[src/rtl/vxfer_pkg.sv]
package vxfer_pkg;

   // Fixed array content: seed, row and column are mixed into one word.
   function automatic logic [31:0] cell_word(input logic [31:0] seed,
                                             input int unsigned row,
                                             input int unsigned col);
      logic [31:0] r_part;
      logic [31:0] c_part;
      r_part = 32'((row & 32'd255) << 8);
      c_part = 32'(col & 32'd255);
      return seed ^ r_part ^ c_part;
   endfunction

   typedef enum logic [1:0] {
      XK_NONE  = 2'd0,
      XK_FULL  = 2'd1,
      XK_SPLIT = 2'd2
   } xfer_kind_t;

endpackage

[src/rtl/vxfer_ctl.sv]
module vxfer_ctl #(
   parameter int ADDR_W = 9,
   parameter int RAW    = 4,
   parameter int CAW    = 4
) (
   input  logic              clk,
   input  logic              rst_n,
   input  logic              rstb_n,
   input  logic              cstb_lo_n,
   input  logic              cstb_hi_n,
   input  logic              xgate_n,
   input  logic              wr_en_n,
   input  logic              fsel,
   input  logic [ADDR_W-1:0] addr,
   output logic              load_full,
   output logic              load_split,
   output logic [RAW-1:0]    row_sel,
   output logic [CAW-1:0]    tap_sel
);
   import vxfer_pkg::*;

   localparam int MW = (RAW > CAW) ? RAW : CAW;

   if (ADDR_W < MW) begin : g_bad_addr
      $error("vxfer_ctl: ADDR_W too narrow for row or tap index");
   end

   if (ADDR_W > MW) begin : g_spare
      logic unused_hi;
      assign unused_hi = ^addr[ADDR_W-1:MW];
   end

   logic       rstb_q, xg_q, cs_q;
   logic       cs_low, rstb_fall, rstb_rise, cs_fall, xg_rise;
   logic       code_ok, commit;
   logic       pending, tap_ok;
   xfer_kind_t kind_r;
   logic [RAW-1:0] row_r;
   logic [CAW-1:0] tap_r;

   assign cs_low    = ~(cstb_lo_n & cstb_hi_n);
   assign rstb_fall = rstb_q & ~rstb_n;
   assign rstb_rise = ~rstb_q & rstb_n;
   assign cs_fall   = cs_low & ~cs_q;
   assign xg_rise   = ~xg_q & xgate_n;
   assign code_ok   = ~xgate_n & wr_en_n;
   assign commit    = pending & tap_ok & xg_rise & ~rstb_n;

   always_ff @(posedge clk) begin
      if (!rst_n) begin
         rstb_q <= 1'b1;
         xg_q   <= 1'b1;
         cs_q   <= 1'b0;
      end else begin
         rstb_q <= rstb_n;
         xg_q   <= xgate_n;
         cs_q   <= cs_low;
      end
   end

   always_ff @(posedge clk) begin
      if (!rst_n) begin
         pending <= 1'b0;
         tap_ok  <= 1'b0;
         kind_r  <= XK_NONE;
         row_r   <= '0;
         tap_r   <= '0;
      end else if (rstb_fall) begin
         pending <= code_ok;
         tap_ok  <= 1'b0;
         if (code_ok) begin
            kind_r <= fsel ? XK_SPLIT : XK_FULL;
            row_r  <= addr[RAW-1:0];
         end else begin
            kind_r <= XK_NONE;
         end
      end else if (rstb_rise || commit) begin
         pending <= 1'b0;
         tap_ok  <= 1'b0;
      end else if (pending && cs_fall && !tap_ok && !rstb_n) begin
         tap_r  <= addr[CAW-1:0];
         tap_ok <= 1'b1;
      end
   end

   assign load_full  = commit & (kind_r == XK_FULL);
   assign load_split = commit & (kind_r == XK_SPLIT);
   assign row_sel    = row_r;
   assign tap_sel    = tap_r;

   // a fall without the transfer code never leaves a cycle pending
   a_r1_no_code_no_cycle: assert property (@(posedge clk) disable iff (!rst_n)
      (rstb_fall && !code_ok) |=> !pending);

   // the latched kind follows the function select at the fall
   a_r2_kind_latched: assert property (@(posedge clk) disable iff (!rst_n)
      (rstb_fall && code_ok) |=>
         (pending && ((kind_r == XK_SPLIT) == $past(fsel))));

   // once the row strobe rises, nothing stays pending
   a_r10_rise_ends: assert property (@(posedge clk) disable iff (!rst_n)
      rstb_rise |=> !pending);

endmodule

[src/rtl/vxfer_rowsrc.sv]
module vxfer_rowsrc #(
   parameter int          ROWS = 16,
   parameter int          COLS = 16,
   parameter int          DW   = 16,
   parameter int unsigned SEED = 32'h0000A5C3,
   localparam int         RAW  = $clog2(ROWS)
) (
   input  logic [RAW-1:0]           row_sel,
   output logic [COLS-1:0][DW-1:0]  row_words
);
   import vxfer_pkg::*;

   if (DW > 32) begin : g_bad_dw
      $error("vxfer_rowsrc: DW above 32 not supported");
   end

   for (genvar c = 0; c < COLS; c++) begin : g_col
      logic [31:0] full_word;
      always_comb begin
         full_word = cell_word(SEED, int'(unsigned'(row_sel)), c);
      end
      assign row_words[c] = full_word[DW-1:0];
      if (DW < 32) begin : g_trim
         logic unused_top;
         assign unused_top = ^full_word[31:DW];
      end
   end

endmodule

[src/rtl/vxfer_sreg.sv]
module vxfer_sreg #(
   parameter int COLS = 16,
   parameter int DW   = 16,
   localparam int CAW = $clog2(COLS)
) (
   input  logic                     clk,
   input  logic                     rst_n,
   input  logic                     ser_clk,
   input  logic                     load_full,
   input  logic                     load_split,
   input  logic [CAW-1:0]           tap_sel,
   input  logic [COLS-1:0][DW-1:0]  row_words,
   output logic [DW-1:0]            ser_data,
   output logic                     split_loaded
);

   logic [DW-1:0]  sam [COLS];
   logic [CAW-1:0] ptr;
   logic           sclk_q, step;

   assign step = ser_clk & ~sclk_q;

   always_ff @(posedge clk) begin
      if (!rst_n) sclk_q <= 1'b0;
      else        sclk_q <= ser_clk;
   end

   for (genvar c = 0; c < COLS; c++) begin : g_word
      localparam logic HALF = 1'((c >> (CAW - 1)) & 1);
      logic take;
      assign take = load_full | (load_split & (ptr[CAW-1] != HALF));
      always_ff @(posedge clk) begin
         if (!rst_n)    sam[c] <= '0;
         else if (take) sam[c] <= row_words[c];
      end
   end

   always_ff @(posedge clk) begin
      if (!rst_n)         ptr <= '0;
      else if (load_full) ptr <= tap_sel;
      else if (step)      ptr <= ptr + 1'b1;
   end

   always_ff @(posedge clk) begin
      if (!rst_n)          split_loaded <= 1'b0;
      else if (load_full)  split_loaded <= 1'b0;
      else if (load_split) split_loaded <= 1'b1;
   end

   assign ser_data = sam[ptr];

   // a full commit places the read position on the tap
   a_r5_full_to_tap: assert property (@(posedge clk) disable iff (!rst_n)
      load_full |=> (ptr == $past(tap_sel)));

   // a serial step moves exactly one position, wrapping
   a_r6_step_one: assert property (@(posedge clk) disable iff (!rst_n)
      (step && !load_full) |=> (ptr == CAW'($past(ptr) + 1'b1)));

   // a split keeps the word under the read position
   a_r7_split_keeps_live: assert property (@(posedge clk) disable iff (!rst_n)
      (load_split && !step) |=>
         (ptr == $past(ptr) && ser_data == $past(ser_data) && split_loaded));

   // no step and no commit keeps position and output
   a_r6_idle_stable: assert property (@(posedge clk) disable iff (!rst_n)
      (!step && !load_full && !load_split) |=> ($stable(ptr) && $stable(ser_data)));

endmodule

[src/rtl/vxfer_unit.sv]
module vxfer_unit #(
   parameter int          ROWS   = 16,
   parameter int          COLS   = 16,
   parameter int          ADDR_W = 9,
   parameter int          DW     = 16,
   parameter int unsigned SEED   = 32'h0000A5C3
) (
   input  logic              clk,
   input  logic              rst_n,
   input  logic              rstb_n,
   input  logic              cstb_lo_n,
   input  logic              cstb_hi_n,
   input  logic              xgate_n,
   input  logic              wr_en_n,
   input  logic              fsel,
   input  logic [ADDR_W-1:0] addr,
   input  logic              ser_clk,
   output logic [DW-1:0]     ser_data,
   output logic              split_loaded
);

   localparam int RAW = $clog2(ROWS);
   localparam int CAW = $clog2(COLS);

   if (ROWS < 2 || (1 << RAW) != ROWS) begin : g_bad_rows
      $error("vxfer_unit: ROWS must be a power of two of at least 2");
   end
   if (COLS < 2 || (1 << CAW) != COLS) begin : g_bad_cols
      $error("vxfer_unit: COLS must be a power of two of at least 2");
   end

   logic                    load_full, load_split;
   logic [RAW-1:0]          row_sel;
   logic [CAW-1:0]          tap_sel;
   logic [COLS-1:0][DW-1:0] row_words;

   vxfer_ctl #(.ADDR_W(ADDR_W), .RAW(RAW), .CAW(CAW)) i_ctl (
      .clk       (clk),
      .rst_n     (rst_n),
      .rstb_n    (rstb_n),
      .cstb_lo_n (cstb_lo_n),
      .cstb_hi_n (cstb_hi_n),
      .xgate_n   (xgate_n),
      .wr_en_n   (wr_en_n),
      .fsel      (fsel),
      .addr      (addr),
      .load_full (load_full),
      .load_split(load_split),
      .row_sel   (row_sel),
      .tap_sel   (tap_sel)
   );

   vxfer_rowsrc #(.ROWS(ROWS), .COLS(COLS), .DW(DW), .SEED(SEED)) i_rows (
      .row_sel  (row_sel),
      .row_words(row_words)
   );

   vxfer_sreg #(.COLS(COLS), .DW(DW)) i_sreg (
      .clk         (clk),
      .rst_n       (rst_n),
      .ser_clk     (ser_clk),
      .load_full   (load_full),
      .load_split  (load_split),
      .tap_sel     (tap_sel),
      .row_words   (row_words),
      .ser_data    (ser_data),
      .split_loaded(split_loaded)
   );

   // full and split commits never fire together
   a_r5_one_kind: assert property (@(posedge clk) disable iff (!rst_n)
      $onehot0({load_full, load_split}));

endmodule

[config.mk]
export PLATFORM = sky130hd
export DESIGN_NAME = vxfer_unit
export DESIGN_NICKNAME = d
export VERILOG_FILES = /design/src/rtl/vxfer_pkg.sv /design/src/rtl/vxfer_ctl.sv /design/src/rtl/vxfer_rowsrc.sv /design/src/rtl/vxfer_sreg.sv /design/src/rtl/vxfer_unit.sv
export SDC_FILE = /design/constraint.sdc
export NUM_CORES = 1
export LEC_CHECK = 0
export BUFFER_PORTS_ARGS = -buffer_cell sky130_fd_sc_hd__buf_4
export CORE_ASPECT_RATIO = 1.4
export CORE_UTILIZATION = 47
export CTS_BUF_LIST = sky130_fd_sc_hd__clkbuf_16
export CTS_CLUSTER_SIZE = 28
export DETAILED_ROUTE_END_ITERATION = 8
export GPL_TIMING_DRIVEN = 0
export PLACE_DENSITY_LB_ADDON = 0.15
export REMOVE_ABC_BUFFERS = 1
export SYNTH_ARGS = -nofsm -noshare
export SYNTH_HDL_FRONTEND = slang
export SYNTH_SLANG_ARGS = --single-unit
[constraint.sdc]
create_clock -name clk -period 4.6 [get_ports clk]
set_clock_uncertainty 0.15 [all_clocks]
set_input_delay 0.23 -clock clk [delete_from_list [all_inputs] [get_ports clk]]
set_output_delay 0.23 -clock clk [all_outputs]
set_load 0.02 [all_outputs]
==> results of run 1 <==
-- where the power goes --
| group | internal [mW] | total (mW) | switching, mW |
|---|---|---|---|
| clock network | 0.196 | 0.320 | 0.125 |
| registers | 0.378 | 0.388 | 0.0102 |
| logic | 0.0308 | 0.0692 | 0.0385 |
| total | 0.604 | 0.778 | 0.173 |
-- final timing paths --
check | endpoint | cells past startpoint | slack [ns] | startpoint
worst min register to register | i_ctl.tap_sel[3] | 2 | 0.31 | i_ctl.tap_sel[3]
worst min-delay path | i_sreg.sclk_q | 2 | 0.03 | ser_clk
worst max register to register | i_sreg.sam[7][6] | 3 | 2.46 | i_ctl.pending
worst max-delay path | ser_data[6] | 4 | 2.40 | flip-flop
-- cell usage after synthesis, types with 2 or more instances --
master | instances | area share [%]
nor4_1 | 3 | 1.0
clkbuf_1 | 8 | 1.6
and2b_1 | 2 | 0.81
inv_1 | 4 | 0.81
o21ai_0 | 7 | 1.9
mux2i_1 | 15 | 8.1
nand2b_1 | 6 | 2.0
a22oi_1 | 2 | 0.81
o21a_1 | 2 | 0.81
or3_1 | 2 | 0.68
a21oi_1 | 8 | 2.2
nand3b_1 | 2 | 0.81
o41ai_1 | 2 | 0.95
a2111oi_0 | 2 | 0.95
nor2_1 | 13 | 2.6
a211oi_1 | 3 | 1.2
edfxtp_1 | 14 | 23
a31oi_1 | 2 | 0.68
xor2_1 | 2 | 0.95
a311oi_1 | 2 | 0.95
and2_1 | 5 | 1.7
nand2_1 | 11 | 2.2
buf_4 | 7 | 2.8
nor2b_1 | 6 | 2.0
dfxtp_1 | 26 | 28
-- critical path, delay by kind of cell, from the launching register on --
kind | cells | cell delay (ns)
compound gates | 1 | 0.31
buf+inv | 1 | 0.20
flops | 1 | 0.33
mux | 1 | 0.19
simple gates | 1 | 0.51
-- cells by family after synthesis --
kind of cell	share of synthesized area, %
multiplexers	8.14
other	0.203
flip-flops	51.0
buffers and inverters	5.90
adder cells (fa/ha/maj)	0.678
AND/OR/NAND/NOR	19.3
XOR/XNOR	1.42
AO/OA/AOI/OAI	13.3
-- metal layers --
metal | GRT usage, % | up-vias | part of all wire (%)
met5 | 0 | - | 0
met4 | 8.25 | 0 | 2.0
met3 | 4.19 | 7 | 3.2
met2 | 32.5 | 35 | 53
met1 | 20.0 | 607 | 41
li1 | - | 652 | -
-- metrics by stage --
stage	setup WS, ns	instance area [µm²]
2_1_floorplan	2.12	1760
4_1_cts	2.34	2160
6_report	2.40	2170
3_5_place_dp	2.40	2000
5_1_grt	2.16	2170
3_3_place_gp	2.45	2000
-- cell type report --
class	count	area [µm²]	area share, %
clock buffer	5	125	5.78
clock inverter	3	12.5	0.578
inverter	4	15.0	0.693
multi-input combinational	116	812	37.5
sequential	40	941	43.4
tap	42	52.6	2.43
timing repair buffer	27	208	9.59
-- registers in the layout, indices dropped and copies added (netlist names), 2 cells and up, named ones only --
signal,count
i_sreg.sam,15
i_sreg.ptr,4
i_ctl.kind_r,2
i_ctl.tap_sel,4
i_ctl.row_sel,4
-- timing repair --
action	CTS	global route
hold endpoints to repair	1	0
setup buffers	0	0
hold buffers	2	0
==> flow_summary_export.csv, run 1 <==
group,metric,value,unit
status,outcome,"finished clean",
cells_and_area,mostFrequentLayoutCell,"dfxtp_1",
synthesis,syn_avg_cell_area,10.7,µm²
cells_and_area,areaGrowthSynthToFinish,17.4,%
placement,numPortBuffers,25,
floorplan,die_width,54.9,µm
cells_and_area,stdcell_count,237,
floorplan,initial_core_util,49.7,%
timing,report.final.slew_viol_count,0,
floorplan,rows,26,
timing,hold_violations,0,
clocking,cts_tree,"done",
floorplan,coreArea,0.00371,mm²
route,vias,1301,
clocking,htreeDepth,2,
synthesis,synth_cell_types,42,
setup_path,crit_fanout,5,
floorplan,dieArea,0.00418,mm²
route,final_antenna_net_count,0,
placement,place_congestion,0.735,
synthesis,synthArstFlopShare,0,%
setup_path,arrival,1.82,ns
synthesis,synth_seq_cells,40,
grt,grt_pass1_wl,5640,µm
route,wl_per_cell,14.5,µm
timing,maxSlewHeadroom,35.9,%
timing,finalSetupViolCount,0,
run,maxCapViolCount,0,
setup_path,crit_required,4.22,ns
power_and_ir_drop,leakage,0.877,nW
grt,grt_max_degree,19,
clocking,cts.reportedPaths.clkPinSlew,0.05,ns
timing,worst_slew_pin_slew,0.948,ns
synthesis,synth-edff-count,14,
synthesis,syn_inst,173,
floorplan,die_h,76.1,µm
clocking,cts_buffer_depth,2,
route,drc,0,
clocking,cts-root-buf,"clkbuf_16",
setup_path,endpoint_kind,"output port",
synthesis,yosysWarnings,0,
power_and_ir_drop,power,0.778,mW
setup_path,critPathKind,"reg -> out",
synthesis,netlist_area,0.00184,mm²
cells_and_area,layout-drive-gt1-share,19.5,%
grt,first_global_vias,1290,
clocking,clkLatencyLatePin,0.28,ns
setup_path,cp-start-kind,"flip-flop",
clocking,cts.sinks,40,
grt,overflow,0,
placement,dp.cells,227,
route,drt-total-wl,3430,µm
power_and_ir_drop,ir_drop,0.253,mV
cells_and_area,antennaDiodeCount,0,
clocking,numCtsBuffers,5,
power_and_ir_drop,p_per_area,359,mW/mm²
floorplan,io_pins,35,
grt,track_usage,18.6,%
route,first_pass_iters,4,
timing,whs,0.0267,ns
route,via_per_inst,5.49,
synthesis,ys.flop_type,"dfxtp_1",
timing,grt_setup_unrepaired,"false",
timing,fin_crit_sh,47.8,%
cells_and_area,nFillCells,314,
route,drtIter0Drc,37,
cells_and_area,final_cell_mix,"26 x dfxtp_1, 25 x buf_4, 15 x mux2i_1",
hold_path,hold_class,"in -> reg",
clocking,cts_resized,0,
cells_and_area,utilization,58.4,%
placement,hpwl,2510,µm
setup_path,critPathSlowestCell,"nor3_2",
setup_path,path_cells,"nor3_2, mux2i_1, a21oi_1, buf_4",
grt,antenna_found_initial,0,
timing,fmaxAchievable,455,MHz
synthesis,ys_seq_area_share,51.0,%
timing,post-route-min-period,2.20,ns
cells_and_area,nets,213,
timing,fin_tns_setup,0,ns
setup_path,crit_path_max_incr_delay,0.51,ns
No activity file was read; power rests on OpenSTA's default activity.
==> run 2, diff against run 1 <==
- ABC_AREA: default -> 1
- clock period: 4.6 -> 1.82 ns (I/O delays scaled with it)
==> flow_summary_export.csv, run 2 <==
group,metric,value,unit
synthesis,synth_area_leaders,"dfxtp_1 29%, edfxtp_1 23%, nor2_1 7.0%",
synthesis,synth_top_cell_by_area,"dfxtp_1",
route,vias,1430,
setup_path,endpoint_kind,"flip-flop",
floorplan,dieArea,0.00414,mm²
route,drt-total-wl,3320,µm
setup_path,cp-start-kind,"input pin",
timing,post-route-min-period,1.73,ns
synthesis,post_synth_most_frequent_cells,"34 x nor2_1, 33 x nand2_1, 31 x inv_1, 26 x dfxtp_1",
floorplan,coreArea,0.00368,mm²
grt,first_global_vias,1273,
placement,place_congestion,0.762,
timing,hold_violations,0,
synthesis,synth_seq_cells,40,
hold_path,hold_class,"in -> reg",
synthesis,yosysWarnings,0,
floorplan,die_h,75.7,µm
clocking,cts_buffer_depth,2,
grt,grt_max_degree,20,
synthesis,netlist_area,0.00183,mm²
placement,numPortBuffers,25,
grt,overflow,0,
cells_and_area,layout-drive-gt1-share,19.9,%
power_and_ir_drop,p_per_area,915,mW/mm²
setup_path,crit_required,1.83,ns
cells_and_area,mostFrequentLayoutCell,"nor2_1",
synthesis,synth.most_common_cell,"nor2_1",
synthesis,syn_avg_cell_area,8.41,µm²
power_and_ir_drop,ir_drop,0.746,mV
setup_path,path_cells,"dlygate4sd3_1, buf_4, inv_1, a21oi_1, dlygate4sd3_1",
clocking,cts.sinks,40,
floorplan,die_width,54.7,µm
clocking,cts.reportedPaths.clkPinSlew,0.06,ns
placement,hpwl,2340,µm
synthesis,synthArstFlopShare,0,%
grt,track_usage,19.2,%
grt,grt_pass1_wl,5440,µm
cells_and_area,top_register,"i_sreg.sam",
cells_and_area,largest_reg_flops,15,
floorplan,initial_core_util,49.7,%
route,final_antenna_net_count,0,
clocking,htreeDepth,2,
cells_and_area,nets,274,
route,drtIter0Drc,57,
synthesis,synth-edff-count,14,
clocking,clkLatencyLatePin,0.28,ns
setup_path,cpMostUsedCell,"dlygate4sd3_1",
timing,grt_setup_unrepaired,"false",
clocking,cts-root-buf,"clkbuf_16",
cells_and_area,antennaDiodeCount,0,
synthesis,ys.flop_type,"dfxtp_1",
synthesis,synth_cell_types,29,
clocking,numCtsBuffers,5,
cells_and_area,areaGrowthSynthToFinish,26.7,%
synthesis,ys_seq_area_share,51.5,%
route,via_per_inst,4.80,
route,drc,0,
route,wl_per_cell,11.1,µm
timing,report.final.slew_viol_count,0,
cells_and_area,final_cell_mix,"34 x nor2_1, 33 x nand2_1, 32 x inv_1",
synthesis,syn_inst,217,
timing,fmaxAchievable,579,MHz
timing,fin_tns_setup,0,ns
clocking,cts_setup_buffers,0,
setup_path,critPathKind,"in -> reg",
power_and_ir_drop,power,2.12,mW
route,first_pass_iters,4,
clocking,cts_tree,"done",
timing,fin_crit_sh,94.9,%
setup_path,crit_fanout,19,
power_and_ir_drop,leakage,1.03,nW
status,outcome,"finished clean",
timing,finalSetupViolCount,0,
setup_path,arrival,1.74,ns
floorplan,io_pins,35,
synthesis,synth_top_area_share,28.5,%
floorplan,rows,26,
setup_path,critPathSlowestCell,"dlygate4sd3_1",
placement,dp.cells,276,
grt,antenna_found_initial,0,
run,maxCapViolCount,0,
setup_path,crit_path_max_incr_delay,0.56,ns
cells_and_area,stdcell_count,298,
-- run 2: cell count changes after synthesis, moves of 4 or more --
cell      before  now
nand2_2        0    4
nand3_1        1   14
mux2i_1       15    0
clkbuf_1       8    0
nor2b_1        6    0
inv_1          4   31
nor2_2         0    4
and2_1         5    0
nand4_1        0    8
nand2b_1       6    0
nand2_1       11   33
nor2_1        13   34
-- run 2: worst max-delay path: cells and delay by family --
kind | cells | cell delay, ns
AOI/OAI and AO/OA | 1 | 0.06
buffers and inverters | 4 | 1.59
-- run 2: path summary, 6_finish.rpt --
path	start	to	slack, ns	depth (start not counted)
max	rst_n	i_ctl.cs_q	0.09	5
min	rstb_n	i_sreg.split_loaded	0.02	4
max reg2reg	i_ctl.pending	i_sreg.sam[7][6]	0.21	4
min reg2reg	i_sreg.split_loaded	i_sreg.split_loaded	0.30	2
-- run 2: kinds of logic after synthesis --
kind of cell,synth area share (%)
adder cells (fa/ha/maj),0.685
AND/OR/NAND/NOR,26.5
other,0.205
flip-flops,51.5
buffers and inverters,10.9
AO/OA/AOI/OAI,9.25
XOR/XNOR,0.960
-- run 2: final cells by class --
type,count,area (µm²)
inverters,32,120
multi-input cells,137,707
fillers,321,1360
clock buffers,5,125
repair buffers,39,328
well taps,42,52.6
flip-flops and latches,40,942
clock inverters,3,38.8
-- run 2: what timing repair did --
action / 4_1_cts / 5_1_grt
setup endpoints to repair: 0 / 16
hold buffers: 14 / 0
gates resized for setup: 0 / 3
hold endpoints to repair: 12 / 0
-- run 2: power by group --
group          leakage [nW]  internal (mW)  switching [mW]
Combinational         0.591         0.0802           0.108
Sequential            0.357          0.954          0.0174
Clock                0.0850          0.638           0.319
Total                  1.03           1.67           0.444
-- run 2: layer usage --
layer / part of all wire, % / vias up / global-route usage, %
li1: - / 769 / -
met1: 40 / 620 / 19.7
met2: 54 / 35 / 35.1
met3: 4.4 / 6 / 4.79
met4: 2.1 / 0 / 8.55
met5: 0 / - / 0
-- run 2: stage by stage --
step / util [%] / setup WS (ns) / hold slack, ns / cell area (µm²)
finish: 62.9 / 0.0921 / 0.0201 / 2310
global route: 62.9 / 0.0146 / 0.0319 / 2310
CTS: 62.6 / 0.0536 / 0.0152 / 2300
detailed placement: 54.4 / 0.0843 / 0.135 / 2000
global placement: 54.4 / 0.0917 / 0.125 / 2000
floorplan: - / 0.230 / 0.00984 / 1760
==> run 3, diff against run 2 <==
- PLACE_DENSITY: default -> 0.75
- PLACE_DENSITY_LB_ADDON: 0.15 -> default
- SKIP_CTS_REPAIR_TIMING: default -> 1
==> flow_summary_export.csv, run 3 (same netlist as run 2, synthesis figures left out) <==
group,metric,value,unit
power_and_ir_drop,p_per_area,922,mW/mm²
timing,grt_setup_unrepaired,"false",
cells_and_area,mostFrequentLayoutCell,"nor2_1",
cells_and_area,largest_reg_flops,15,
clocking,cts.reportedPaths.clkPinSlew,0.06,ns
setup_path,cp-start-kind,"input pin",
floorplan,rows,26,
grt,first_global_vias,1190,
floorplan,dieArea,0.00414,mm²
hold_path,worstHoldStart,"addr[1]",
floorplan,die_width,54.7,µm
route,via_per_inst,4.96,
route,vias,1463,
hold_path,hold_class,"in -> reg",
placement,place_area,0.00200,mm²
setup_path,worst_r2r_endpoint,"i_sreg.sam[7][10]",
cells_and_area,top_register,"i_sreg.sam",
floorplan,die_h,75.7,µm
cells_and_area,areaGrowthSynthToFinish,25.0,%
grt,antenna_found_initial,0,
grt,grt_pass1_wl,4990,µm
setup_path,path_cells,"dlygate4sd3_1, buf_4, inv_1, nor2_4, nand3_4, nand3_1",
clocking,htreeDepth,2,
setup_path,reg2reg_depth,4,
run,maxCapViolCount,0,
placement,numPortBuffers,25,
power_and_ir_drop,leakage,1.02,nW
cells_and_area,fin_area,0.00228,mm²
placement,place_congestion,0.776,
clocking,cts.sinks,40,
cells_and_area,final_cell_mix,"34 x nor2_1, 33 x nand2_1, 31 x inv_1",
route,wl_per_cell,11.1,µm
status,failed_checks,"hold timing",
clocking,cts_buffer_depth,2,
floorplan,initial_core_util,49.7,%
cells_and_area,stdcell_count,295,
route,drtIter0Drc,31,
placement,dp.cells,276,
cells_and_area,nets,271,
setup_path,crit_fanout,13,
floorplan,coreArea,0.00368,mm²
timing,fmaxAchievable,596,MHz
setup_path,endpoint_kind,"flip-flop",
timing,whs,-0.0520,ns
setup_path,crit_path_max_incr_delay,0.54,ns
clocking,numCtsBuffers,5,
grt,track_usage,17.2,%
power_and_ir_drop,power,2.11,mW
clocking,clkLatencyLatePin,0.28,ns
grt,grt_max_degree,20,
cells_and_area,layout-drive-gt1-share,19.8,%
power_and_ir_drop,ir_drop,0.714,mV
timing,finalSetupViolCount,0,
timing,report.final.slew_viol_count,0,
timing,fin_tns_setup,0,ns
placement,hpwl,2280,µm
hold_path,holdPathEnd,"i_ctl.row_sel[1]",
status,outcome,"finished, violations left",
setup_path,arrival,1.48,ns
timing,fin_crit_sh,92.2,%
setup_path,critPathSlowestCell,"dlygate4sd3_1",
cells_and_area,antennaDiodeCount,0,
cells_and_area,utilization,62.1,%
setup_path,reg2reg_slack,0.22,ns
clocking,cts_tree,"done",
setup_path,critPathKind,"in -> reg",
route,first_pass_iters,4,
hold_path,min_path_cells,3,
cells_and_area,nFillCells,309,
floorplan,io_pins,35,
setup_path,crit_required,1.62,ns
grt,overflow,0,
timing,hold_violations,6,
setup_path,r2r-start,"i_ctl.pending",
clocking,cts-root-buf,"clkbuf_16",
route,drc,0,
route,drt-total-wl,3270,µm
timing,post-route-min-period,1.68,ns
route,final_antenna_net_count,0,
-- run 3: cell count changes in the layout (fill, tap and decap cells not counted), sizes merged --
cell,delta
clkinv,+1
dlygate4sd3,-3
inv,-1
-- run 3: per-layer routing --
| layer | wire [µm] | share of wire [%] | global-route usage, % |
|---|---|---|---|
| met5 | 0 | 0 | 0 |
| met4 | 80 | 2.4 | 8.83 |
| met3 | 125 | 3.8 | 5.39 |
| met2 | 1780 | 55 | 30.1 |
| met1 | 1280 | 39 | 17.8 |
-- run 3: how the worst max path moves through the flow --
stage | from | to | slack (ns) | depth (start not counted)
CTS | flip-flop | ser_data[7] | 0.01 | 5
global placement | i_ctl.pending | i_sreg.sam[12][9] | 0.11 | 4
global route | flip-flop | ser_data[1] | 0.03 | 5
floorplan | flip-flop | ser_data[13] | 0.23 | 4
finish | xgate_n | i_sreg.sam[7][10] | 0.14 | 6
detailed placement | i_ctl.pending | i_sreg.sam[12][9] | 0.1 | 4
-- run 3: power breakdown --
| part | internal (mW) | leakage (nW) | switching (mW) |
|---|---|---|---|
| sequential | 0.955 | 0.357 | 0.0175 |
| combinational | 0.0759 | 0.579 | 0.106 |
| clock | 0.636 | 0.0789 | 0.316 |
| total | 1.67 | 1.02 | 0.439 |
-- run 3: through the flow --
stage	setup WS, ns	hold slack (ns)
CTS	0.0143	-0.157
floorplan	0.230	0.00984
detailed placement	0.0977	0.138
global route	0.0339	0.00102
global placement	0.114	0.128
finish	0.141	-0.0520
-- run 3: layout make-up --
type | count | area (µm²) | area share, %
Clock inverter | 3 | 37.5 | 1.64
Inverter | 32 | 120 | 5.26
Multi-Input combinational cell | 137 | 707 | 31.0
Tap cell | 42 | 52.6 | 2.30
Sequential cell | 40 | 942 | 41.3
Clock buffer | 5 | 125 | 5.48
Timing Repair Buffer | 36 | 298 | 13.0
-- run 3: worst max-delay path, delay by kind of cell --
family	cells	cell delay, ns
simple gates	3	0.67
buf+inv	3	0.72
